`config.mk`:
```
export PLATFORM = sky130hd
export DESIGN_NAME = tscap_unit
export DESIGN_NICKNAME = d
export VERILOG_FILES = /design/src/rtl/tscap_pkg.sv /design/src/rtl/tscap_pair.sv /design/src/rtl/tscap_vptr.sv /design/src/rtl/tscap_unit.sv
export SDC_FILE = /design/constraint.sdc
export NUM_CORES = 1
export LEC_CHECK = 0
export BUFFER_PORTS_ARGS = -buffer_cell sky130_fd_sc_hd__buf_2
export CAP_MARGIN = 0
export CORE_ASPECT_RATIO = 0.9
export CORE_MARGIN = 1.5
export CORE_UTILIZATION = 44
export CTS_CLUSTER_SIZE = 12
export DETAILED_ROUTE_END_ITERATION = 8
export MAX_ROUTING_LAYER = met4
export PLACE_DENSITY = 0.71
export SLEW_MARGIN = 20
export SYNTH_ARGS = -nofsm -noshare
export SYNTH_HDL_FRONTEND = slang
export SYNTH_HIERARCHICAL = 1
export SYNTH_SLANG_ARGS = --single-unit
export TNS_END_PERCENT = 20
```
`constraint.sdc`:
```
create_clock -name clk -period 2.65 [get_ports clk]
set_input_delay 0.3975 -clock clk [delete_from_list [all_inputs] [get_ports clk]]
set_output_delay 0.3975 -clock clk [all_outputs]
set_load 0.05 [all_outputs]
```
`src/rtl/tscap_pkg.sv`:
```
package tscap_pkg;
  localparam int PAIRS = 2;
  localparam int SLOTS = 2 * PAIRS;
  localparam int IDXW  = $clog2(SLOTS);

  typedef enum logic [1:0] {
    CLR_NONE  = 2'd0,
    CLR_UPPER = 2'd1,
    CLR_LOWER = 2'd2,
    CLR_ANY   = 2'd3
  } clr_sel_e;
endpackage

```
`src/rtl/tscap_pair.sv`:
```
module tscap_pair #(
  parameter int TW = 16
) (
  input  logic          clk,
  input  logic          rst,
  input  logic          cont,
  input  logic          evt,
  input  logic [TW-1:0] tval,
  input  logic          drop_lo,
  input  logic          drop_hi,
  output logic [TW-1:0] lo_q,
  output logic [TW-1:0] hi_q,
  output logic          lo_full,
  output logic          hi_full,
  output logic          lo_full_d,
  output logic          hi_full_d,
  output logic          take
);
  logic lo_avl, hi_avl, shift;

  // flags as seen after this cycle's reads
  always_comb begin
    lo_avl    = lo_full & ~drop_lo;
    hi_avl    = hi_full & ~drop_hi;
    take      = evt & (cont | ~(lo_avl & hi_avl));
    shift     = take & hi_avl;
    lo_full_d = shift | lo_avl;
    hi_full_d = take | hi_avl;
  end

  always_ff @(posedge clk) begin
    if (rst) begin
      lo_q    <= '0;
      hi_q    <= '0;
      lo_full <= 1'b0;
      hi_full <= 1'b0;
    end else begin
      lo_full <= lo_full_d;
      hi_full <= hi_full_d;
      if (take)  hi_q <= tval;
      if (shift) lo_q <= hi_q;
    end
  end
endmodule

```
`src/rtl/tscap_vptr.sv`:
```
module tscap_vptr
  import tscap_pkg::*;
(
  input  logic            clk,
  input  logic            rst,
  input  logic [SLOTS-1:0] full_d,
  output logic [IDXW-1:0] ptr_q
);
  logic [IDXW-1:0] ptr_d;
  logic [IDXW-1:0] cand;
  logic            found;

  always_comb begin
    ptr_d = ptr_q;
    found = 1'b0;
    cand  = '0;
    if (!full_d[ptr_q]) begin
      for (int k = 1; k < SLOTS; k++) begin
        cand = IDXW'((int'(ptr_q) + k) % SLOTS);
        if (full_d[cand] && !found) begin
          ptr_d = cand;
          found = 1'b1;
        end
      end
    end
  end

  always_ff @(posedge clk) begin
    if (rst) ptr_q <= '0;
    else     ptr_q <= ptr_d;
  end
endmodule

```
`src/rtl/tscap_unit.sv`:
```
module tscap_unit
  import tscap_pkg::*;
#(
  parameter int TW = 16
) (
  input  logic            clk,
  input  logic            rst,
  input  logic [TW-1:0]   timer_val,
  input  logic            evt0,
  input  logic            evt1,
  input  logic            cfg_route,
  input  logic            cfg_cont,
  input  logic [1:0]      cfg_clr_sel,
  input  logic            cfg_ext,
  input  logic            rd_en,
  input  logic [IDXW-1:0] rd_idx,
  input  logic            ext_rd_en,
  output logic [TW-1:0]   rd_data,
  output logic            rd_full,
  output logic [TW-1:0]   ext_data,
  output logic [IDXW-1:0] ext_ptr,
  output logic            ext_full,
  output logic            timer_clr
);
  logic [TW-1:0]    slot_q [SLOTS];
  logic [SLOTS-1:0] full_q;
  logic [SLOTS-1:0] full_d;
  logic [SLOTS-1:0] drop;
  logic [PAIRS-1:0] take;
  logic [IDXW-1:0]  vptr;
  logic             clr_d;

  always_comb begin
    drop = '0;
    if (rd_en)               drop[rd_idx] = 1'b1;
    if (ext_rd_en && cfg_ext) drop[vptr]  = 1'b1;
  end

  for (genvar g = 0; g < PAIRS; g++) begin : g_pair
    logic pair_evt;
    if (g == 0) begin : g_lower
      assign pair_evt = cfg_route ? evt1 : evt0;
    end else begin : g_upper
      assign pair_evt = evt1;
    end

    tscap_pair #(.TW(TW)) u_pair (
      .clk       (clk),
      .rst       (rst),
      .cont      (cfg_cont),
      .evt       (pair_evt),
      .tval      (timer_val),
      .drop_lo   (drop[2*g]),
      .drop_hi   (drop[2*g+1]),
      .lo_q      (slot_q[2*g]),
      .hi_q      (slot_q[2*g+1]),
      .lo_full   (full_q[2*g]),
      .hi_full   (full_q[2*g+1]),
      .lo_full_d (full_d[2*g]),
      .hi_full_d (full_d[2*g+1]),
      .take      (take[g])
    );
  end

  tscap_vptr u_vptr (
    .clk    (clk),
    .rst    (rst),
    .full_d (full_d),
    .ptr_q  (vptr)
  );

  always_comb begin
    unique case (clr_sel_e'(cfg_clr_sel))
      CLR_NONE:  clr_d = 1'b0;
      CLR_UPPER: clr_d = cfg_route ? (|take) : take[1];
      CLR_LOWER: clr_d = cfg_route ? (|take) : take[0];
      default:   clr_d = |take;
    endcase
  end

  always_ff @(posedge clk) begin
    if (rst) begin
      rd_data   <= '0;
      rd_full   <= 1'b0;
      ext_data  <= '0;
      ext_ptr   <= '0;
      ext_full  <= 1'b0;
      timer_clr <= 1'b0;
    end else begin
      timer_clr <= clr_d;
      if (rd_en) begin
        rd_data <= slot_q[rd_idx];
        rd_full <= full_q[rd_idx];
      end
      if (ext_rd_en) begin
        ext_data <= slot_q[vptr];
        ext_ptr  <= vptr;
        ext_full <= full_q[vptr];
      end
    end
  end
endmodule

```
==> flow_metrics.py, run 1 <==
metrics = {
    "run_status": {
        "status": "complete, but fails checks",
        "violations": "design-rule violations",
    },
    "timing": {
        "period_share_pct": 86.4,
        "final-hold-violation-count": 0,
        "final_max_slew_viol_count": 0,
        "tns_ns": 0,
        "worst_slew_pin_slew_ns": 0.963,
        "finClkSkew_ns": 0.00581,
        "min_period_ns": 2.29,
        "setup_viol": 0,
        "maxSlewHeadroom_pct": 35.7,
        "rsz0062_at_grt": "false",
        "max_freq_ghz": 0.437,
    },
    "final_layout": {
        "drive_above_1_share_pct": 19.5,
        "fill_cells": 1292,
        "nets": 725,
        "fin_area_sq_mm": 0.00656,
        "area_growth_syn_to_layout_pct": 9.48,
        "antennaDiodeCount": 0,
        "seq_area_sq_mm": 0.00214,
        "multi_input_area_sq_mm": 0.00337,
    },
    "worst_setup_path": {
        "crit_required_ns": 2.90,
        "worstSetupEndpointType": "flop",
        "path_max_fanout": 16,
        "cp_slowest_cell": "dfxtp_1",
        "r2r_setup_slack_ns": 0.36,
        "crit_chain": "nand3b_4 -> o21ai_0 -> nor3b_4 -> nand3b_2 -> nand2_1 -> nor2b_1 -> o21ai_0 -> and4b_1",
        "start_kind": "flop",
        "critical-path-max-stage-delay_ns": 0.51,
        "crit_top_cell": "o21ai_0",
        "cp.arrival_ns": 2.54,
        "criticalPathCategory": "reg -> reg",
    },
    "synthesis": {
        "syn-cell-area_sq_mm": 0.00599,
        "avgSynthCellArea_sq_um": 8.89,
        "synth_compound_gate_area_share_pct": 22.6,
        "synth_nets": 703,
        "synth_common_cells": "107 x dfxtp_1, 101 x nand2_1, 36 x buf_2, 36 x nor2_1, 33 x mux2i_1",
        "synth_top_family_by_area": "simple AND/OR/NAND/NOR gates",
        "synth.area.mux_share_pct": 9.58,
        "yosys.area_share.adder_pct": 0,
        "yosys.area_share.simple_pct": 24.2,
        "synth_area_leaders": "dfxtp_1 36%, nand2_1 6.3%, mux2i_1 5.5%",
        "synthXorXnorAreaFrac_pct": 0,
        "synth_seq_area_share_pct": 35.7,
        "synthCells": 674,
        "synth_flop_cell": "dfxtp_1",
        "synth_edf_count": 0,
        "synth_seq_cells": 107,
        "synthArstFlopShare_pct": 0,
        "yosysTopAreaCell": "dfxtp_1",
        "synth_warnings": 6,
        "synth_cell_type_count": 48,
        "yosysMostFrequentCell": "dfxtp_1",
        "netlist.area_leader.share_pct": 35.7,
    },
    "global_route": {
        "met1_usage_pct": 35.2,
        "grt_use_met3_pct": 3.80,
        "grt_pass1_wl_um": 26400,
        "antenna_found_initial": 0,
        "gr-usage-met2_pct": 33.9,
        "grt_use_total_pct": 23.7,
        "grt-busiest-layer": "met1",
        "grt.overflow.total": 0,
        "grt_start_max_net_pins": 107,
        "grt_pass1_vias": 4916,
    },
    "die": {
        "dieHeight_um": 114,
        "rows": 40,
        "ios": 66,
        "dieArea_sq_mm": 0.0143,
        "coreArea_sq_mm": 0.0133,
        "fp.dieW_um": 126,
        "start_util_pct": 45.0,
    },
    "clocking": {
        "clock_latency_ns": 0.35,
        "cts.sinks": 107,
        "cts_hold_buf": 0,
        "cts_root_buffer": "clkbuf_16",
        "cts_max_level": 3,
        "cts.clk_slew.worst_paths_ns": 0.07,
        "post-cts-setup-buffers": 0,
        "cts_tree": "built",
        "cts_buffers": 9,
        "cts_resized": 0,
        "cts_buffer_depth": 2,
    },
    "placed_design": {
        "postPlaceCellArea_sq_mm": 0.00626,
        "place_hpwl_um": 11500,
        "gp_congestion": 0.842,
        "io_buffer_count": 65,
    },
    "route": {
        "drt_first_iter_violations": 648,
        "drc": 6,
        "drt-total-wl_um": 16500,
        "dr_total_vias": 5487,
        "dr.pass1.iters": 8,
        "drt-vias-per-instance": 6.31,
        "wl_per_cell_um": 19.0,
        "postRouteAntennaNets": 0,
    },
    "pwr": {
        "irDropWorstVdd_mv": 0.316,
        "cellLeakagePower_nw": 2.56,
        "powerDensity_mw_per_mm2": 634,
    },
    "run": {
        "drv_cap": 0,
    },
    "hold_path": {
        "hold_path.class": "in -> reg",
    },
}
## registers in the layout, indices dropped and copies added, names as in the netlist
| register | count |
|---|---|
| rd_full | 1 |
| ext_full | 1 |
| u_vptr/ptr_q | 2 |
| g_pair.u_pair/lo_q | 32 |
| timer_clr | 1 |
| g_pair.u_pair/hi_q | 32 |
| g_pair.u_pair/hi_full | 2 |
| g_pair.u_pair/lo_full | 2 |
| ext_ptr | 2 |
| rd_data | 16 |
| ext_data | 16 |
## through the flow
step / total power [W] / setup WS (ns) / instances / util, % / hold WS (ns)
after floorplan: 0.00257 / 0.289 / 674 / - / 0.441
after global placement: 0.00276 / 0.480 / 853 / 47.0 / 0.458
after detailed placement: 0.00280 / 0.352 / 853 / 47.0 / 0.466
after CTS: 0.00416 / 0.374 / 869 / 49.3 / 0.363
after global routing: 0.00432 / 0.163 / 869 / 49.3 / 0.386
final: 0.00416 / 0.360 / 869 / 49.3 / 0.369
## worst max-delay path: cells and delay by family, from the launching register on
family	cells	cell delay, ns
AND/OR/NAND/NOR	6	1.11
AO/OA/AOI/OAI	2	0.58
flip-flops	1	0.51
## power by group
group          internal (W)  switching, W
sequential          0.00174      0.000152
clock              0.000763      0.000620
combinational      0.000307      0.000583
total               0.00281       0.00135
## cells in the final DEF, fill, tap and decap left out, drive strengths merged, types with 2 or more instances in the layout
| cell type | instances |
|---|---|
| clkbuf | 11 |
| clkinv | 3 |
| nor2 | 36 |
| a21oi | 4 |
| nor3b | 36 |
| and2b | 3 |
| a21o | 2 |
| nand2b | 9 |
| nand3b | 4 |
| inv | 6 |
| a211oi | 34 |
| and2 | 2 |
| o32ai | 19 |
| nor3 | 2 |
| dfxtp | 107 |
| nor4 | 18 |
| o21bai | 17 |
| o311ai | 32 |
| mux2 | 17 |
| clkinvlp | 2 |
| mux2i | 33 |
| buf | 87 |
| o22ai | 17 |
| a41oi | 32 |
| nor2b | 20 |
| a21boi | 4 |
| nand4 | 32 |
| o21ai | 4 |
| nand2 | 102 |
## kinds of logic (layout without fill, tap and decap cells)
kind of cell	after synthesis	count (layout)
multiplexers	50	50
AO/OA/AOI/OAI	168	168
flip-flops	107	107
AND/OR/NAND/NOR	266	266
buffers and inverters	83	110
## routing by layer
metal  vias up  share of wire, %
met5         -                 0
met4         0              0.65
met3        12               7.8
met2       256                42
met1      2614                49
li1       2605                 -
## area by class of cell
type	count	share of cell area, %
Inverter	7	0.400
Clock inverter	5	0.953
Multi-Input combinational cell	484	51.4
Timing Repair Buffer	87	7.67
Clock buffer	11	3.70
Sequential cell	107	32.6
Tap cell	168	3.20
## final timing paths
check	end	cells after the start	startpoint
hold reg to reg	g_pair[0].u_pair/lo_q[6]$_SDFFE_PP0P_	2	g_pair[0].u_pair/lo_q[6]$_SDFFE_PP0P_
hold / removal	g_pair[1].u_pair/hi_q[9]$_SDFFE_PP0P_	3	timer_val[9]
setup / recovery	u_vptr/ptr_q[0]$_SDFFE_PP0P_	8	u_vptr/ptr_q[1]$_SDFFE_PP0P_
setup reg to reg	u_vptr/ptr_q[0]$_SDFFE_PP0P_	8	u_vptr/ptr_q[1]$_SDFFE_PP0P_
Note: power is estimated with default switching activity, not from simulation.
==> run 2: changes to the inputs <==
- CELL_PAD_IN_SITES_DETAIL_PLACEMENT: not set -> 0
- CELL_PAD_IN_SITES_GLOBAL_PLACEMENT: not set -> 2
- CORE_UTILIZATION: 44 -> 36
- MAX_ROUTING_LAYER: met4 -> not set
- PLACE_DENSITY: 0.71 -> 0.87
==> flow_metrics.py, run 2 (synthesis results as in run 1) <==
metrics = {
    "die": {
        "dieHeight_um": 125,
        "coreArea_sq_mm": 0.0162,
        "ios": 66,
        "start_util_pct": 37.0,
        "rows": 44,
        "dieArea_sq_mm": 0.0174,
        "fp.dieW_um": 139,
    },
    "worst_setup_path": {
        "worstReg2RegEnd": "u_vptr/ptr_q[0]$_SDFFE_PP0P_",
        "r2r_setup_slack_ns": 0.41,
        "cp.arrival_ns": 2.49,
        "crit_chain": "nand2_1 -> o21ai_0 -> nand2b_4 -> nand2b_1 -> nor2b_1 -> o21ai_0 -> and4b_1",
        "crit_required_ns": 2.90,
        "crit_top_cell": "o21ai_0",
        "cp_slowest_cell": "dfxtp_1",
        "r2r_cells": 7,
        "path_max_fanout": 18,
        "start_kind": "flop",
        "criticalPathCategory": "reg -> reg",
        "crit_path_start": "u_vptr/ptr_q[0]$_SDFFE_PP0P_",
        "critical-path-max-stage-delay_ns": 0.62,
        "rr_startpoint": "u_vptr/ptr_q[0]$_SDFFE_PP0P_",
        "worstSetupEndpointType": "flop",
    },
    "clocking": {
        "cts_buffers": 9,
        "clock_latency_ns": 0.36,
        "cts.clk_slew.worst_paths_ns": 0.07,
        "cts_hold_buf": 0,
        "cts_root_buffer": "clkbuf_16",
        "cts_max_level": 3,
        "cts_resized": 0,
        "cts_buffer_depth": 2,
        "cts.sinks": 107,
        "cts_tree": "built",
        "post-cts-setup-buffers": 0,
    },
    "final_layout": {
        "mostFrequentLayoutCell": "dfxtp_1",
        "seq_area_sq_mm": 0.00214,
        "fill_cells": 1647,
        "layout_common_cells": "107 x dfxtp_1, 101 x nand2_1, 65 x buf_2",
        "area_growth_syn_to_layout_pct": 10.1,
        "drive_above_1_share_pct": 19.7,
        "multi_input_area_sq_mm": 0.00337,
        "antennaDiodeCount": 0,
        "largestRegisters": "g_pair.u_pair/hi_q (32), g_pair.u_pair/lo_q (32)",
        "nets": 725,
    },
    "pwr": {
        "powerDensity_mw_per_mm2": 627,
        "cellLeakagePower_nw": 2.56,
        "irDropWorstVdd_mv": 0.302,
    },
    "timing": {
        "worst_slew_pin_slew_ns": 0.682,
        "final_max_slew_viol_count": 0,
        "min_period_ns": 2.24,
        "rsz0062_at_grt": "false",
        "setup_viol": 0,
        "final-hold-violation-count": 0,
        "period_share_pct": 84.4,
        "hold_ws_ns": 0.362,
        "max_freq_ghz": 0.447,
        "tns_ns": 0,
        "finClkSkew_ns": 0.00398,
        "setup_ws_ns": 0.415,
        "maxSlewHeadroom_pct": 54.5,
    },
    "global_route": {
        "grt_pass1_wl_um": 27300,
        "grt_pass1_vias": 4883,
        "grt_use_total_pct": 19.5,
        "grt.overflow.total": 0,
        "antenna_found_initial": 0,
        "grt_start_max_net_pins": 78,
    },
    "route": {
        "drt_first_iter_violations": 499,
        "dr.pass1.iters": 5,
        "postRouteAntennaNets": 0,
        "drt-vias-per-instance": 5.99,
        "wl_per_cell_um": 18.8,
        "dr_total_vias": 5435,
        "drc": 0,
        "drt-total-wl_um": 17000,
    },
    "placed_design": {
        "dp_slack_ns": 0.390,
        "place_hpwl_um": 11800,
        "gp_congestion": 0.782,
        "io_buffer_count": 65,
    },
    "hold_path": {
        "hold_depth": 3,
        "hold_path.class": "in -> reg",
        "hold_end": "g_pair[0].u_pair/hi_q[6]$_SDFFE_PP0P_",
        "hp-start": "timer_val[6]",
    },
    "run": {
        "drv_cap": 0,
    },
    "run_status": {
        "status": "finished clean",
    },
}
## run 2: cell types whose count changed in the layout (fill, tap and decap cells not counted)
cell,change
clkinvlp_4,-2
bufinv_16,-1
clkbuf_8,+1
inv_6,+3
clkbuf_1,-1
## run 2: metrics by stage
stage	total power [W]	utilization [%]	std cells	instance area, sq um
floorplan	0.00257	-	674	5990
global placement	0.00278	39.0	892	6300
detailed placement	0.00281	39.0	892	6300
CTS	0.00417	40.8	908	6600
global route	0.00432	40.8	908	6600
finish	0.00414	40.8	908	6600
## run 2: worst max path at each step
stage / endpoint / slack, ns / cells after the start
floorplan: u_vptr/ptr_q[1]$_SDFFE_PP0P_ / 0.29 / 11
global placement: g_pair[1].u_pair/lo_q[3]$_SDFFE_PP0P_ / 0.44 / 7
detailed placement: g_pair[1].u_pair/lo_q[15]$_SDFFE_PP0P_ / 0.39 / 7
CTS: u_vptr/ptr_q[0]$_SDFFE_PP0P_ / 0.43 / 7
global route: u_vptr/ptr_q[0]$_SDFFE_PP0P_ / 0.16 / 7
finish: u_vptr/ptr_q[0]$_SDFFE_PP0P_ / 0.41 / 7
## run 2: where the power goes
group | internal (W) | switching (W)
combinational | 0.000306 | 0.000579
sequential | 0.00173 | 0.000157
clock | 0.000704 | 0.000655
## run 2: critical path: cells and delay by family (launching register included)
kind | cells | cell delay [ns]
AOI/OAI and AO/OA | 2 | 0.44
DFF | 1 | 0.62
and+or+nand+nor | 5 | 1.06
## run 2: routing by layer
| layer | up-vias | global-route usage (%) | wire (um) |
|---|---|---|---|
| met1 | 2609 | 30.4 | 8720 |
| met2 | 205 | 27.0 | 7000 |
| met5 | - | 0 | 0 |
| met3 | 7 | 4.75 | 1210 |
| li1 | 2614 | - | - |
| met4 | 0 | 3.68 | 107 |
## run 2: area by class of cell
cell class | instances | share of cell area (%)
multi-input cells | 484 | 51.1
flip-flops and latches | 107 | 32.4
repair buffers | 87 | 7.62
well taps | 207 | 3.92
clock buffers | 11 | 3.83
clock inverters | 5 | 0.663
inverters | 7 | 0.398
